--- src/rtl/hptw_pkg.sv ---
package hptw_pkg;
    localparam int VSID_W = 24;
    localparam int PAGE_W = 16;
    localparam logic [31:0] REF_MASK = 32'h0000_0100;
    localparam logic [31:0] CHG_MASK = 32'h0000_0080;
    localparam logic [3:0]  REF_LANE = 4'b0010;
    localparam logic [3:0]  CHG_LANE = 4'b0001;

    typedef enum logic [2:0] {
        S_IDLE, S_TAG_REQ, S_TAG_WAIT, S_DAT_REQ, S_DAT_WAIT, S_SET_REF, S_SET_CHG
    } walk_st_e;

    typedef enum logic [1:0] {
        RES_NONE = 2'd0, RES_HIT = 2'd1, RES_FAULT = 2'd2, RES_MISS = 2'd3
    } walk_res_e;
endpackage

--- src/rtl/hptw_hash.sv ---
module hptw_hash
    import hptw_pkg::*;
(
    input  logic [31:0] ea,
    input  logic [31:0] seg,
    input  logic [31:0] tbl,
    input  logic        sec,
    output logic [31:0] grp_addr,
    output logic [31:0] cmp_word
);
    logic [VSID_W-1:0] mix;
    logic [31:0]       raw;
    logic [31:0]       sel;
    logic [31:0]       mask;

    always_comb begin
        mix      = seg[VSID_W-1:0] ^ {{(VSID_W-PAGE_W){1'b0}}, ea[27:12]};
        raw      = {{(32-VSID_W){1'b0}}, mix} << 6;
        sel      = sec ? ~raw : raw;
        mask     = {7'b0, tbl[8:0], 16'hFFC0};
        grp_addr = {tbl[31:16], 16'h0000} | (sel & mask);
        cmp_word = {1'b1, seg[VSID_W-1:0], sec, ea[27:22]};
    end
endmodule

--- src/rtl/hptw_perm.sv ---
module hptw_perm (
    input  logic [1:0] pp,
    input  logic       key,
    output logic       rd,
    output logic       wr
);
    logic [2:0] idx;

    always_comb begin
        idx = {key, pp};
        rd  = 1'b0;
        wr  = 1'b0;
        case (idx)
            3'd0, 3'd1, 3'd2, 3'd6: begin rd = 1'b1; wr = 1'b1; end
            3'd3, 3'd5, 3'd7:       begin rd = 1'b1; end
            default:                begin end
        endcase
    end
endmodule

--- src/rtl/hpt_walker.sv ---
module hpt_walker
    import hptw_pkg::*;
#(
    parameter int NUM_PAIRS = 8
) (
    input  logic        clk,
    input  logic        rst_n,
    input  logic        start,
    input  logic [31:0] ea,
    input  logic [31:0] seg,
    input  logic [31:0] tbl,
    input  logic        user_mode,
    input  logic        is_store,
    output logic        mem_req_valid,
    input  logic        mem_req_ready,
    output logic        mem_req_we,
    output logic [31:0] mem_req_addr,
    output logic [31:0] mem_req_wdata,
    output logic [3:0]  mem_req_be,
    input  logic        mem_rsp_valid,
    input  logic [31:0] mem_rsp_rdata,
    output logic        busy,
    output logic        done,
    output logic [1:0]  result,
    output logic [31:0] real_addr,
    output logic        may_read,
    output logic        may_write,
    output logic        may_exec
);
    localparam int IDX_W = (NUM_PAIRS > 1) ? $clog2(NUM_PAIRS) : 1;
    localparam logic [IDX_W-1:0] LAST_IDX = IDX_W'(NUM_PAIRS - 1);

    typedef struct packed {
        walk_st_e         st;
        logic [IDX_W-1:0] idx;
        logic             sec;
        logic [31:0]      ea;
        logic [31:0]      seg;
        logic [31:0]      tbl;
        logic             user;
        logic             store;
        logic [31:0]      dat;
        logic             prd;
        logic             pwr;
        walk_res_e        res;
        logic             done;
    } walk_s;

    walk_s q, d;

    logic [31:0] grp_addr, cmp_word, tag_addr, dat_addr;
    logic        key, p_rd, p_wr;

    hptw_hash u_hash (
        .ea       (q.ea),
        .seg      (q.seg),
        .tbl      (q.tbl),
        .sec      (q.sec),
        .grp_addr (grp_addr),
        .cmp_word (cmp_word)
    );

    assign key = q.user ? q.seg[29] : q.seg[30];

    hptw_perm u_perm (
        .pp  (mem_rsp_rdata[1:0]),
        .key (key),
        .rd  (p_rd),
        .wr  (p_wr)
    );

    function automatic walk_res_e verdict(input logic rd, input logic wr, input logic store);
        return (!rd || (store && !wr)) ? RES_FAULT : RES_HIT;
    endfunction

    always_comb begin
        d             = q;
        d.done        = 1'b0;
        tag_addr      = grp_addr + {{(29-IDX_W){1'b0}}, q.idx, 3'b000};
        dat_addr      = tag_addr + 32'd4;
        mem_req_valid = 1'b0;
        mem_req_we    = 1'b0;
        mem_req_addr  = 32'h0;
        mem_req_wdata = 32'h0;
        mem_req_be    = 4'h0;

        case (q.st)
            S_IDLE: begin
                if (start) begin
                    d.st    = S_TAG_REQ;
                    d.idx   = '0;
                    d.sec   = 1'b0;
                    d.ea    = ea;
                    d.seg   = seg;
                    d.tbl   = tbl;
                    d.user  = user_mode;
                    d.store = is_store;
                    d.res   = RES_NONE;
                    d.prd   = 1'b0;
                    d.pwr   = 1'b0;
                    d.dat   = 32'h0;
                end
            end
            S_TAG_REQ: begin
                mem_req_valid = 1'b1;
                mem_req_addr  = tag_addr;
                if (mem_req_ready) d.st = S_TAG_WAIT;
            end
            S_TAG_WAIT: begin
                if (mem_rsp_valid) begin
                    if (mem_rsp_rdata == cmp_word) begin
                        d.st = S_DAT_REQ;
                    end else if (q.idx != LAST_IDX) begin
                        d.idx = q.idx + 1'b1;
                        d.st  = S_TAG_REQ;
                    end else if (!q.sec) begin
                        d.sec = 1'b1;
                        d.idx = '0;
                        d.st  = S_TAG_REQ;
                    end else begin
                        d.res  = RES_MISS;
                        d.done = 1'b1;
                        d.st   = S_IDLE;
                    end
                end
            end
            S_DAT_REQ: begin
                mem_req_valid = 1'b1;
                mem_req_addr  = dat_addr;
                if (mem_req_ready) d.st = S_DAT_WAIT;
            end
            S_DAT_WAIT: begin
                if (mem_rsp_valid) begin
                    d.dat = mem_rsp_rdata;
                    d.prd = p_rd;
                    d.pwr = p_wr;
                    if (p_rd && ((mem_rsp_rdata & REF_MASK) == 32'h0)) begin
                        d.st = S_SET_REF;
                    end else if (q.store && p_wr && ((mem_rsp_rdata & CHG_MASK) == 32'h0)) begin
                        d.st = S_SET_CHG;
                    end else begin
                        d.res  = verdict(p_rd, p_wr, q.store);
                        d.done = 1'b1;
                        d.st   = S_IDLE;
                    end
                end
            end
            S_SET_REF: begin
                mem_req_valid = 1'b1;
                mem_req_we    = 1'b1;
                mem_req_addr  = dat_addr;
                mem_req_wdata = q.dat | REF_MASK;
                mem_req_be    = REF_LANE;
                if (mem_req_ready) begin
                    d.dat = q.dat | REF_MASK;
                    if (q.store && q.pwr && ((q.dat & CHG_MASK) == 32'h0)) begin
                        d.st = S_SET_CHG;
                    end else begin
                        d.res  = verdict(q.prd, q.pwr, q.store);
                        d.done = 1'b1;
                        d.st   = S_IDLE;
                    end
                end
            end
            S_SET_CHG: begin
                mem_req_valid = 1'b1;
                mem_req_we    = 1'b1;
                mem_req_addr  = dat_addr;
                mem_req_wdata = q.dat | CHG_MASK;
                mem_req_be    = CHG_LANE;
                if (mem_req_ready) begin
                    d.dat  = q.dat | CHG_MASK;
                    d.res  = verdict(q.prd, q.pwr, q.store);
                    d.done = 1'b1;
                    d.st   = S_IDLE;
                end
            end
            default: d.st = S_IDLE;
        endcase
    end

    always_ff @(posedge clk) begin
        if (!rst_n) q <= '0;
        else        q <= d;
    end

    logic found;
    assign found     = (q.res == RES_HIT) || (q.res == RES_FAULT);
    assign busy      = (q.st != S_IDLE);
    assign done      = q.done;
    assign result    = q.res;
    assign real_addr = found ? {q.dat[31:12], q.ea[11:0]} : 32'h0;
    assign may_read  = found && q.prd;
    assign may_write = found && q.pwr;
    assign may_exec  = found;

    AST_REQ_HOLD: assert property (@(posedge clk) disable iff (!rst_n)
        (mem_req_valid && !mem_req_ready) |=> (mem_req_valid && $stable(mem_req_addr) && $stable(mem_req_we)));
    AST_IDLE_QUIET: assert property (@(posedge clk) disable iff (!rst_n)
        !busy |-> !mem_req_valid);
    AST_WR_LANE: assert property (@(posedge clk) disable iff (!rst_n)
        (mem_req_valid && mem_req_we) |-> (mem_req_be == REF_LANE || mem_req_be == CHG_LANE));
    AST_CHG_ONLY_PERMITTED: assert property (@(posedge clk) disable iff (!rst_n)
        (mem_req_valid && mem_req_we && mem_req_be == CHG_LANE) |-> (q.store && q.pwr));
    AST_DONE_PULSE: assert property (@(posedge clk) disable iff (!rst_n)
        done |=> !done);
    AST_DONE_RESULT: assert property (@(posedge clk) disable iff (!rst_n)
        done |-> (result != 2'd0));
    AST_WRITE_IMPLIES_READ: assert property (@(posedge clk) disable iff (!rst_n)
        may_write |-> may_read);
endmodule

--- config.mk ---
export PLATFORM = sky130hd
export DESIGN_NAME = hpt_walker
export DESIGN_NICKNAME = d
export VERILOG_FILES = /design/src/rtl/hptw_pkg.sv /design/src/rtl/hptw_hash.sv /design/src/rtl/hptw_perm.sv /design/src/rtl/hpt_walker.sv
export SDC_FILE = /design/constraint.sdc
export NUM_CORES = 1
export LEC_CHECK = 0
export ABC_AREA = 1
export BUFFER_PORTS_ARGS = -buffer_cell sky130_fd_sc_hd__buf_2
export CORE_MARGIN = 8
export CORE_UTILIZATION = 40
export DETAILED_ROUTE_END_ITERATION = 16
export GPL_TIMING_DRIVEN = 0
export PLACE_DENSITY = 0.64
export REMOVE_ABC_BUFFERS = 1
export SYNTH_ARGS = -nofsm -noshare
export SYNTH_HDL_FRONTEND = slang
export SYNTH_SLANG_ARGS = --single-unit
export TNS_END_PERCENT = 5
--- constraint.sdc ---
create_clock -name clk -period 2.15 [get_ports clk]
set_input_delay 0.5375 -clock clk [delete_from_list [all_inputs] [get_ports clk]]
set_output_delay 0.5375 -clock clk [all_outputs]
set_load 0.02 [all_outputs]
==> impl_metrics.ini <==
[detailed_routing]
routed_wl_mm = 23.21
drc = 0
first_iter_violations = 507
num_vias = 6910
viasPerCell = 4.832
first_pass_iters = 6
ant_nets = 0
wl_per_cell_um = 16.23

[power_and_ir_drop]
leakage_nw = 4.188
max-vdd-ir-drop_mv = 0.7521
power_density_nw_per_um2 = 794.0

[global_route]
grt_use_met2 = 0.3603
grt_overflow = 0
grt_max_degree = 81
grt_pass1_vias = 6356
grt_usage = 0.2215
grt_pass1_wl_mm = 34.64
grt_use_met1 = 0.2714
grt_use_met3 = 0.07112
busiest_layer = met2
antenna_found_initial = 3

[die]
initial_core_util = 0.4086
rows = 46
die_w_um = 143.2
io_pins = 244
core_area_sq_um = 15830
die_h_um = 143.2
die-area_sq_um = 20490

[final_layout]
layout_common_cells = nand2_1 (223), buf_2 (190), a21oi_1 (123), inv_1 (123), dfxtp_1 (119)
final_common_cell = nand2_1
layout-drive-gt1-share = 0.2904
instances_no_fill = 1430
num-nets-final = 1336
fin_area_sq_um = 8911
area_growth_pct = 37.78

[placed_design]
place_area_sq_um = 7627
dp.cells = 1375
place.port_buffers = 222
gp_congestion = 0.8555
hpwl_mm = 14.56

[sta]
setup_tns_ns = -4.832
slew_headroom = 0.3642
setup_viol = 81
worst_pin_slew_ns = 0.9536
fin_worst_skew_ns = 0.008877
period_minus_slack_ns = 2.308
rsz0062_at_grt = yes
fin_crit_sh = 1.074
setup_ws_ns = -0.1581
hold_viol = 0
timing.fmax_mhz = 433.3
slew_viol_final = 0

[clock_network]
cts_tree = built
clk_pin_slew_ns = 0.05
cts.sinks = 125
numCtsBuffers = 17
cts_root_buf = clkbuf_16
clk_path_buf_depth = 2
htree_levels = 4
clock_latency_ns = 0.41

[critical_path]
endpoint_kind = primary output
path_class = reg2out
cp.arrival_ns = 1.77
crit_fanout = 6
critPathRequiredTime_ns = 1.61
max_stage_delay_ns = 0.38
regToRegStartpoint = q[140]
worst_setup_path_start_kind = flop
path_cells = inv_4 -> nor2_4 -> nand2_8 -> nand2_8 -> nor2_4 -> buf_12 -> buf_12 -> a21oi_4 -> buf_6
crit_path_start = q[140]
crit_slowest_cell = dfxtp_4

[worst_hold_path]
min_path_type = in2reg
min-delay-start = mem_rsp_rdata[31]

[synthesis]
async_reset_ff_frac = 0
synth_cell_type_count = 30
ys_ff_latch = 125
yosys_warnings = 0
seq_area_frac_synth = 0.3869
synthTopCellsByArea = dfxtp_1 (39%), nand2_1 (14%), a21oi_1 (10%)
syn_area_per_cell_sq_um = 6.533
synth_ff_type = dfxtp_1
synth_largest_area_cell = dfxtp_1
syn_area_sq_um = 6467
synth_top_cell_area_share = 0.3869
synth-edff-count = 0
synth_cells = 990

[status]
violations = negative setup slack
status = finished, violations left

[flow_run]
maxCapViolations = 0
[worst paths after layout]
path | to | slack (ns) | cells past startpoint
worst max-delay path | mem_req_addr[16] | -0.16 | 9
worst max register to register | result[0] | 0.09 | 12
worst min-delay path | q[36] | 0.40 | 3
worst min register to register | q[110] | 0.45 | 2
[cells in the mapped netlist, drive strengths merged (2+ instances only)]
cell    count
dfxtp     125
xnor2      23
nand3      55
nand3b      2
buf        25
nand4       5
a211oi      2
ha          2
nor2      121
clkbuf     33
xor2       16
inv       144
or2         6
nand2     240
a21oi     131
o21ai      54
a31oi       2
[where the power goes]
part	internal (mW)	total, mW	switching (mW)
sequential	2.52	2.67	0.152
combinational	0.675	1.78	1.10
clock	1.61	2.63	1.03
total	4.80	7.08	2.28
[what timing repair did]
item	CTS	global route
pin swaps	6	10
resized for setup	120	45
hold buffers	0	0
endpoints found under the setup margin	221	145
cloned	4	0
buffers inserted	17	0
[stage by stage]
stage,power (mW),hold slack (ns),util,setup WS [ns]
floorplan,3.563,0.4229,-,-0.5715
global placement,4.047,0.4371,0.4784,-2.091
detailed placement,4.084,0.4443,0.4819,-0.9297
CTS,7.012,0.3821,0.5523,-0.1776
global route,7.420,0.3782,0.5630,-0.2292
finish,7.075,0.3960,0.5630,-0.1581
[sequential cells by signal (all words and copies together), names as in the netlist]
name    count
done        1
q         122
result      2
[worst max-delay path, delay by kind of cell (launching register included)]
family / cells / cell delay (ns)
buf+inv: 4 / 0.47
flops: 1 / 0.38
compound gates: 1 / 0.11
simple gates: 4 / 0.38
[layer usage]
metal,vias up,routed length (um)
met2,246,10820
met4,2,475
li1,3491,-
met3,34,2066
met1,3137,9836
met5,-,10
[kinds of logic (layout without fill, tap and decap cells)]
group / Yosys count / in the layout / share of synthesized area
buf+inv: 202 / 419 / 0.1281
fa+ha+maj: 2 / 2 / 0.003869
simple gates: 430 / 432 / 0.2768
other cells: 1 / 6 / 0.0005798
xor+xnor: 39 / 39 / 0.05281
flops: 125 / 125 / 0.3869
compound gates: 191 / 191 / 0.1509
[area by class of cell]
type	count	area, sq um
repair inverters	1	16.27
clock inverters	8	67.56
clock buffers	24	461.7
inverters	144	570.5
diodes	2	5.005
repair buffers	242	1562
fillers	1560	6917
multi-input cells	668	3438
flip-flops and latches	125	2520
well taps	216	270.3
No activity file was read; power rests on OpenSTA's default activity.
